<file path="src/rtl/sb_pkg.sv">
package sb_pkg;

   typedef enum logic [1:0] {
      FU_INT = 2'd0,
      FU_ADD = 2'd1,
      FU_MUL = 2'd2,
      FU_DIV = 2'd3
   } fu_class_e;

   typedef struct packed {
      logic unit_busy;
      logic raw;
      logic waw;
   } hazard_t;

   localparam int DEF_NUM_REGS  = 32;
   localparam int DEF_NUM_UNITS = 4;
   localparam int DEF_NUM_WB    = 1;

endpackage

</file>
<file path="src/rtl/sb_clear_mask.sv">
module sb_clear_mask #(
   parameter int NUM_REGS = 32,
   parameter int NUM_WB   = 1,
   localparam int REG_W   = $clog2(NUM_REGS)
) (
   input  logic [NUM_WB-1:0]       wb_valid,
   input  logic [NUM_WB*REG_W-1:0] wb_reg,
   output logic [NUM_REGS-1:0]     clr_mask
);

   logic [NUM_WB-1:0][NUM_REGS-1:0] port_mask;

   for (genvar p = 0; p < NUM_WB; p++) begin : g_port
      logic [REG_W-1:0] idx;
      assign idx = wb_reg[p*REG_W +: REG_W];
      always_comb begin
         port_mask[p] = '0;
         if (wb_valid[p]) port_mask[p][idx] = 1'b1;
      end
   end

   always_comb begin
      clr_mask = '0;
      for (int p = 0; p < NUM_WB; p++) clr_mask = clr_mask | port_mask[p];
   end

endmodule

</file>
<file path="src/rtl/sb_pend_vec.sv">
module sb_pend_vec #(
   parameter int NUM_REGS = 32,
   localparam int REG_W   = $clog2(NUM_REGS)
) (
   input  logic                clk,
   input  logic                rst_n,
   input  logic [NUM_REGS-1:0] clr_mask,
   input  logic                set_en,
   input  logic [REG_W-1:0]    set_idx,
   output logic [NUM_REGS-1:0] pend_q,
   output logic [NUM_REGS-1:0] pend_eff
);

   logic [NUM_REGS-1:0] set_mask;

   assign pend_eff = pend_q & ~clr_mask;

   always_comb begin
      set_mask = '0;
      if (set_en) set_mask[set_idx] = 1'b1;
   end

   always_ff @(posedge clk) begin
      if (!rst_n) pend_q <= '0;
      else        pend_q <= pend_eff | set_mask;
   end


   pend_set_chk: assert property (@(posedge clk) disable iff (!rst_n)
      set_en |=> pend_q[$past(set_idx)]);

   for (genvar r = 0; r < NUM_REGS; r++) begin : g_chk

      pend_clear_chk: assert property (@(posedge clk) disable iff (!rst_n)
         (clr_mask[r] && !(set_en && set_idx == REG_W'(r))) |=> !pend_q[r]);
   end

endmodule

</file>
<file path="src/rtl/sb_hazard_check.sv">
module sb_hazard_check
   import sb_pkg::*;
#(
   parameter int NUM_REGS  = 32,
   parameter int NUM_UNITS = 4,
   localparam int REG_W    = $clog2(NUM_REGS),
   localparam int UNIT_W   = (NUM_UNITS > 1) ? $clog2(NUM_UNITS) : 1
) (
   input  logic [NUM_REGS-1:0]  pend_eff,
   input  logic [NUM_UNITS-1:0] unit_busy,
   input  logic [UNIT_W-1:0]    in_unit,
   input  logic [REG_W-1:0]     in_dst,
   input  logic                 in_dst_valid,
   input  logic [REG_W-1:0]     in_src1,
   input  logic [REG_W-1:0]     in_src2,
   output hazard_t              hz
);

   localparam bit UNITS_POW2 = (NUM_UNITS == (1 << UNIT_W));

   logic unit_held;

   if (UNITS_POW2) begin : g_unit_direct
      assign unit_held = unit_busy[in_unit];
   end else begin : g_unit_guarded
      logic [NUM_UNITS:0] busy_ext;
      assign busy_ext  = {1'b1, unit_busy};
      assign unit_held = ({1'b0, in_unit} >= (UNIT_W+1)'(NUM_UNITS)) ? busy_ext[NUM_UNITS]
                                                                     : unit_busy[in_unit];
   end

   assign hz.unit_busy = unit_held;
   assign hz.raw       = pend_eff[in_src1] | pend_eff[in_src2];
   assign hz.waw       = in_dst_valid & pend_eff[in_dst];

endmodule

</file>
<file path="src/rtl/issue_scoreboard.sv">
module issue_scoreboard
   import sb_pkg::*;
#(
   parameter int NUM_REGS  = DEF_NUM_REGS,
   parameter int NUM_UNITS = DEF_NUM_UNITS,
   parameter int NUM_WB    = DEF_NUM_WB,
   localparam int REG_W    = $clog2(NUM_REGS),
   localparam int UNIT_W   = (NUM_UNITS > 1) ? $clog2(NUM_UNITS) : 1
) (
   input  logic                    clk,
   input  logic                    rst_n,
   input  logic                    in_valid,
   input  logic [UNIT_W-1:0]       in_unit,
   input  logic [REG_W-1:0]        in_dst,
   input  logic                    in_dst_valid,
   input  logic [REG_W-1:0]        in_src1,
   input  logic [REG_W-1:0]        in_src2,
   input  logic [NUM_UNITS-1:0]    unit_busy,
   input  logic [NUM_WB-1:0]       wb_valid,
   input  logic [NUM_WB*REG_W-1:0] wb_reg,
   output logic                    dispatch,
   output logic                    stall
);

   initial begin
      regs_pow2_chk: assert (NUM_REGS >= 2 && NUM_REGS == (1 << REG_W))
         else $fatal(1, "NUM_REGS must be a power of two of at least 2");
      units_chk: assert (NUM_UNITS >= 1)
         else $fatal(1, "NUM_UNITS must be at least 1");
      wb_chk: assert (NUM_WB >= 1)
         else $fatal(1, "NUM_WB must be at least 1");
   end

   logic [NUM_REGS-1:0] clr_mask;
   logic [NUM_REGS-1:0] pend_q;
   logic [NUM_REGS-1:0] pend_eff;
   hazard_t             hz;

   sb_clear_mask #(.NUM_REGS(NUM_REGS), .NUM_WB(NUM_WB)) u_clr (
      .wb_valid (wb_valid),
      .wb_reg   (wb_reg),
      .clr_mask (clr_mask)
   );

   sb_hazard_check #(.NUM_REGS(NUM_REGS), .NUM_UNITS(NUM_UNITS)) u_hz (
      .pend_eff     (pend_eff),
      .unit_busy    (unit_busy),
      .in_unit      (in_unit),
      .in_dst       (in_dst),
      .in_dst_valid (in_dst_valid),
      .in_src1      (in_src1),
      .in_src2      (in_src2),
      .hz           (hz)
   );

   assign dispatch = in_valid & ~(hz.unit_busy | hz.raw | hz.waw);
   assign stall    = in_valid & ~dispatch;

   sb_pend_vec #(.NUM_REGS(NUM_REGS)) u_pend (
      .clk      (clk),
      .rst_n    (rst_n),
      .clr_mask (clr_mask),
      .set_en   (dispatch & in_dst_valid),
      .set_idx  (in_dst),
      .pend_q   (pend_q),
      .pend_eff (pend_eff)
   );


   idle_quiet_chk: assert property (@(posedge clk) disable iff (!rst_n)
      !in_valid |-> (!dispatch && !stall));


   one_outcome_chk: assert property (@(posedge clk) disable iff (!rst_n)
      in_valid |-> (dispatch != stall));


   raw_src1_chk: assert property (@(posedge clk) disable iff (!rst_n)
      dispatch |-> (!pend_q[in_src1] || clr_mask[in_src1]));


   raw_src2_chk: assert property (@(posedge clk) disable iff (!rst_n)
      dispatch |-> (!pend_q[in_src2] || clr_mask[in_src2]));


   waw_dst_chk: assert property (@(posedge clk) disable iff (!rst_n)
      (dispatch && in_dst_valid) |-> (!pend_q[in_dst] || clr_mask[in_dst]));


   set_wins_chk: assert property (@(posedge clk) disable iff (!rst_n)
      (dispatch && in_dst_valid && clr_mask[in_dst]) |=> pend_q[$past(in_dst)]);

   if (NUM_UNITS == (1 << UNIT_W)) begin : g_busy_chk

      busy_hold_chk: assert property (@(posedge clk) disable iff (!rst_n)
         dispatch |-> !unit_busy[in_unit]);
   end

endmodule

</file>
<file path="config.mk">
export PLATFORM = sky130hd
export DESIGN_NAME = issue_scoreboard
export DESIGN_NICKNAME = d
export VERILOG_FILES = /design/src/rtl/sb_pkg.sv /design/src/rtl/sb_clear_mask.sv /design/src/rtl/sb_pend_vec.sv /design/src/rtl/sb_hazard_check.sv /design/src/rtl/issue_scoreboard.sv
export SDC_FILE = /design/constraint.sdc
export NUM_CORES = 1
export LEC_CHECK = 0
export BUFFER_PORTS_ARGS = -buffer_cell sky130_fd_sc_hd__buf_2
export CORE_ASPECT_RATIO = 1.1
export CORE_UTILIZATION = 45
export DETAILED_ROUTE_END_ITERATION = 10
export GPL_ROUTABILITY_DRIVEN = 0
export SETUP_SLACK_MARGIN = 0.5
export SLEW_MARGIN = 15
export SYNTH_ARGS = -nofsm -noshare
export SYNTH_HDL_FRONTEND = slang
export SYNTH_SLANG_ARGS = --single-unit
</file>
<file path="constraint.sdc">
create_clock -name clk -period 2.5 [get_ports clk]
set_input_delay 0 -clock clk [delete_from_list [all_inputs] [get_ports clk]]
set_output_delay 0 -clock clk [all_outputs]
set_load 0.01 [all_outputs]
</file>
==> impl_metrics.csv <==
group,metric,value,unit
timing,slew_violations,0,
logic_synthesis,postSynthCellCount,389,
final_layout,fin_area,3810,um^2
logic_synthesis,synth.distinct_cells,72,
critical_path,cp_num_buf_inv,3,
placement,placed_area,3500,um^2
clocking,clock_latency,290,ps
logic_synthesis,synthArstFlopShare,0,%
critical_path,path_class,"register to output pin",
routing,vias,3580,
critical_path,crit_arrival,2410,ps
routing,drt_iter0_drc,358,
timing,finalHoldViolations,0,
timing,rsz0062_at_grt,"true",
critical_path,cp_slowest_cell,"mux4_2",
routing,wl_per_cell,22.0,um
critical_path,cp-start-kind,"register",
clocking,cts_tree,"yes",
routing,drc,0,
final_layout,drive_above_1_share,35.3,%
global_routing,track_usage,32.5,%
global_routing,grt_pass1_wl,17200,um
floorplan,num_rows,31,
power_and_ir_drop,p_total,1.39,mW
timing,fin_worst_skew,4.49,ps
floorplan,dieWidth,81.0,um
global_routing,gr-total-overflow,0,
critical_path,worst_path_dominant_cell_family,"simple AND/OR/NAND/NOR gates",
logic_synthesis,yosys_most_used_dff,"dfxtp_1",
critical_path,r2r_setup_slack,150,ps
floorplan,die_y,88.9,um
final_layout,instances_no_fill,530,
clocking,clock_path_buffers,2,
timing,fin_crit,2410,ps
placement,dp_cells,507,
final_layout,syn2layout_area_growth,23.4,%
logic_synthesis,synth-seq-cells,32,
routing,drt_wl_total,11700,um
timing,period_share,96.2,%
power_and_ir_drop,p_leak,1.40,nW
power_and_ir_drop,ir_drop,314,uV
clocking,htree_levels,2,
outcome,status,"finished, final reports clean",
logic_synthesis,synth-seq-area-share,20.8,%
logic_synthesis,netlist_area,3090,um^2
timing,tightest_slew,712,ps
power_and_ir_drop,power.density,366,nW/um^2
floorplan,coreArea,6590,um^2
critical_path,critPathMaxFanout,3,
floorplan,start_util,46.8,%
final_layout,largest_reg_flops,32,
clocking,cts_made_buffers,5,
routing,vias_per_cell,6.75,
logic_synthesis,ys_warn_count,0,
global_routing,grt_max_degree,35,
global_routing,antenna_found_initial,0,
timing,setup_violations,0,
final_layout,nets,479,
floorplan,io_pins,33,
floorplan,dieArea,7190,um^2
critical_path,crit_path_max_incr_delay,480,ps
routing,ant_nets,0,
clocking,cts-root-buf,"clkbuf_8",
placement,io_buffers,32,
routing,drtPass1Iterations,5,
logic_synthesis,avgSynthCellArea,7.93,um^2
final_layout,final_util,57.8,%
timing,max-slew-margin-rel,52.5,%
clocking,path_clk_slew,70,ps
flow_run,cap_violations,0,
global_routing,grt_pass1_vias,3120,
final_layout,top_register,"u_pend.pend_q",
worst_hold_path,hp-class,"input port to register",
logic_synthesis,synth_edf_count,0,
final_layout,top_regs,"u_pend.pend_q: 32 flops",
final_layout,antenna_cells,0,
placement,hpwlAfterDp,8550,um
logic_synthesis,synth_fp_nets,420,
critical_path,critical_path_required,2500,ps
critical_path,end_kind,"output pin",
clocking,clkSinkCount,32,
timing,timing.fmax,416,MHz
critical_path,worstPathCellList,"o21ai_2, mux4_2, and3_4, or4_4, buf_6, nor2_8, buf_12, o21a_1, buf_2",
-- final timing paths --
check / end / cells past startpoint / start
hold reg to reg: u_pend.pend_q[25] / 2 / u_pend.pend_q[25]
setup reg to reg: u_pend.pend_q[9] / 10 / u_pend.pend_q[24]
hold / removal: u_pend.pend_q[26] / 3 / rst_n
setup / recovery: stall / 9 / u_pend.pend_q[6]
-- cell usage in the layout (no fill, tap or decap), types with 6 or more instances in the layout --
| cell type | netlist | routed |
|---|---|---|
| nand2_1 | 31 | 31 |
| nor2b_1 | 9 | 9 |
| nand4_1 | 11 | 11 |
| dfxtp_1 | 32 | 30 |
| o31ai_2 | 17 | 16 |
| buf_2 | 7 | 32 |
| clkbuf_8 | 0 | 7 |
| nor2_1 | 19 | 19 |
| o21ai_0 | 19 | 15 |
| nor3_1 | 14 | 14 |
| mux2i_1 | 9 | 9 |
| o21ai_1 | 6 | 7 |
| or2_2 | 15 | 15 |
| o22ai_1 | 11 | 10 |
| nand2b_1 | 10 | 10 |
| inv_1 | 8 | 8 |
| and3_1 | 7 | 6 |
| nand3_1 | 22 | 22 |
| o211ai_1 | 18 | 18 |
| buf_4 | 3 | 50 |
-- area by class of cell --
cell class                 instances  area (um^2)
multi-input combinational        312         2260
fill                             614         2790
clock buffer                       7         96.3
inverter                           8         30.0
tap                               82          103
timing repair buffer              89          672
sequential                        32          643
-- cell families (layout without fill, tap and decap cells) --
family / count (synthesis) / after routing / synth area share [%]
muxes: 14 / 14 / 5.47
xor gates and xnor gates: 4 / 4 / 1.13
AOI/OAI and AO/OA: 123 / 123 / 32.6
buffers and inverters: 45 / 104 / 7.82
and+or+nand+nor: 171 / 171 / 32.2
DFF: 32 / 32 / 20.8
-- synth_stat cells (10+ instances only) --
cell / number / area, um^2
nor3_1: 14 / 70.1
nand4_1: 11 / 68.8
nand2_1: 31 / 116
dfxtp_1: 32 / 641
clkbuf_1: 17 / 63.8
or2_2: 15 / 93.8
o211ai_1: 18 / 135
nand3_1: 22 / 110
nand2b_1: 10 / 62.6
o21ai_0: 19 / 95.1
o22ai_1: 11 / 68.8
o31ai_2: 17 / 213
nor2_1: 19 / 71.3
-- tightest hold or removal path, delay by kind of cell --
kind | cells | cell delay (ps)
buf+inv | 1 | 200
simple gates | 1 | 110
compound gates | 1 | 60
-- where the power goes --
part           switching, mW  total (mW)  internal (mW)
logic                  0.261       0.447          0.187
registers            0.00104       0.512          0.511
clock network          0.190       0.435          0.245
-- layer usage --
metal	part of all wire [%]	up-vias	GRT usage [%]
li1	-	1630	-
met1	43	1704	43.4
met2	46	210	51.3
met3	8.6	36	5.88
met4	3.1	0	13.1
met5	0	-	0
-- stage by stage --
step | setup TNS (ps) | hold slack [ps] | worst slack (ps)
2_1_floorplan | 0 | 112 | 353
3_3_place_gp | 0 | 331 | 8.10
3_5_place_dp | -0.909 | 342 | -0.909
4_1_cts | 0 | 121 | 81.1
5_1_grt | 0 | 131 | 42.6
6_report | 0 | 121 | 95.0
-- what timing repair did --
item / 4_1_cts / 5_1_grt
endpoints found under the setup margin: 34 / 34
setup buffers: 5 / 9
hold buffers: 0 / 0
cloned: 0 / 2
pin swaps: 11 / 10
resized for setup: 5 / 13
No activity file was read; power rests on OpenSTA's default activity.
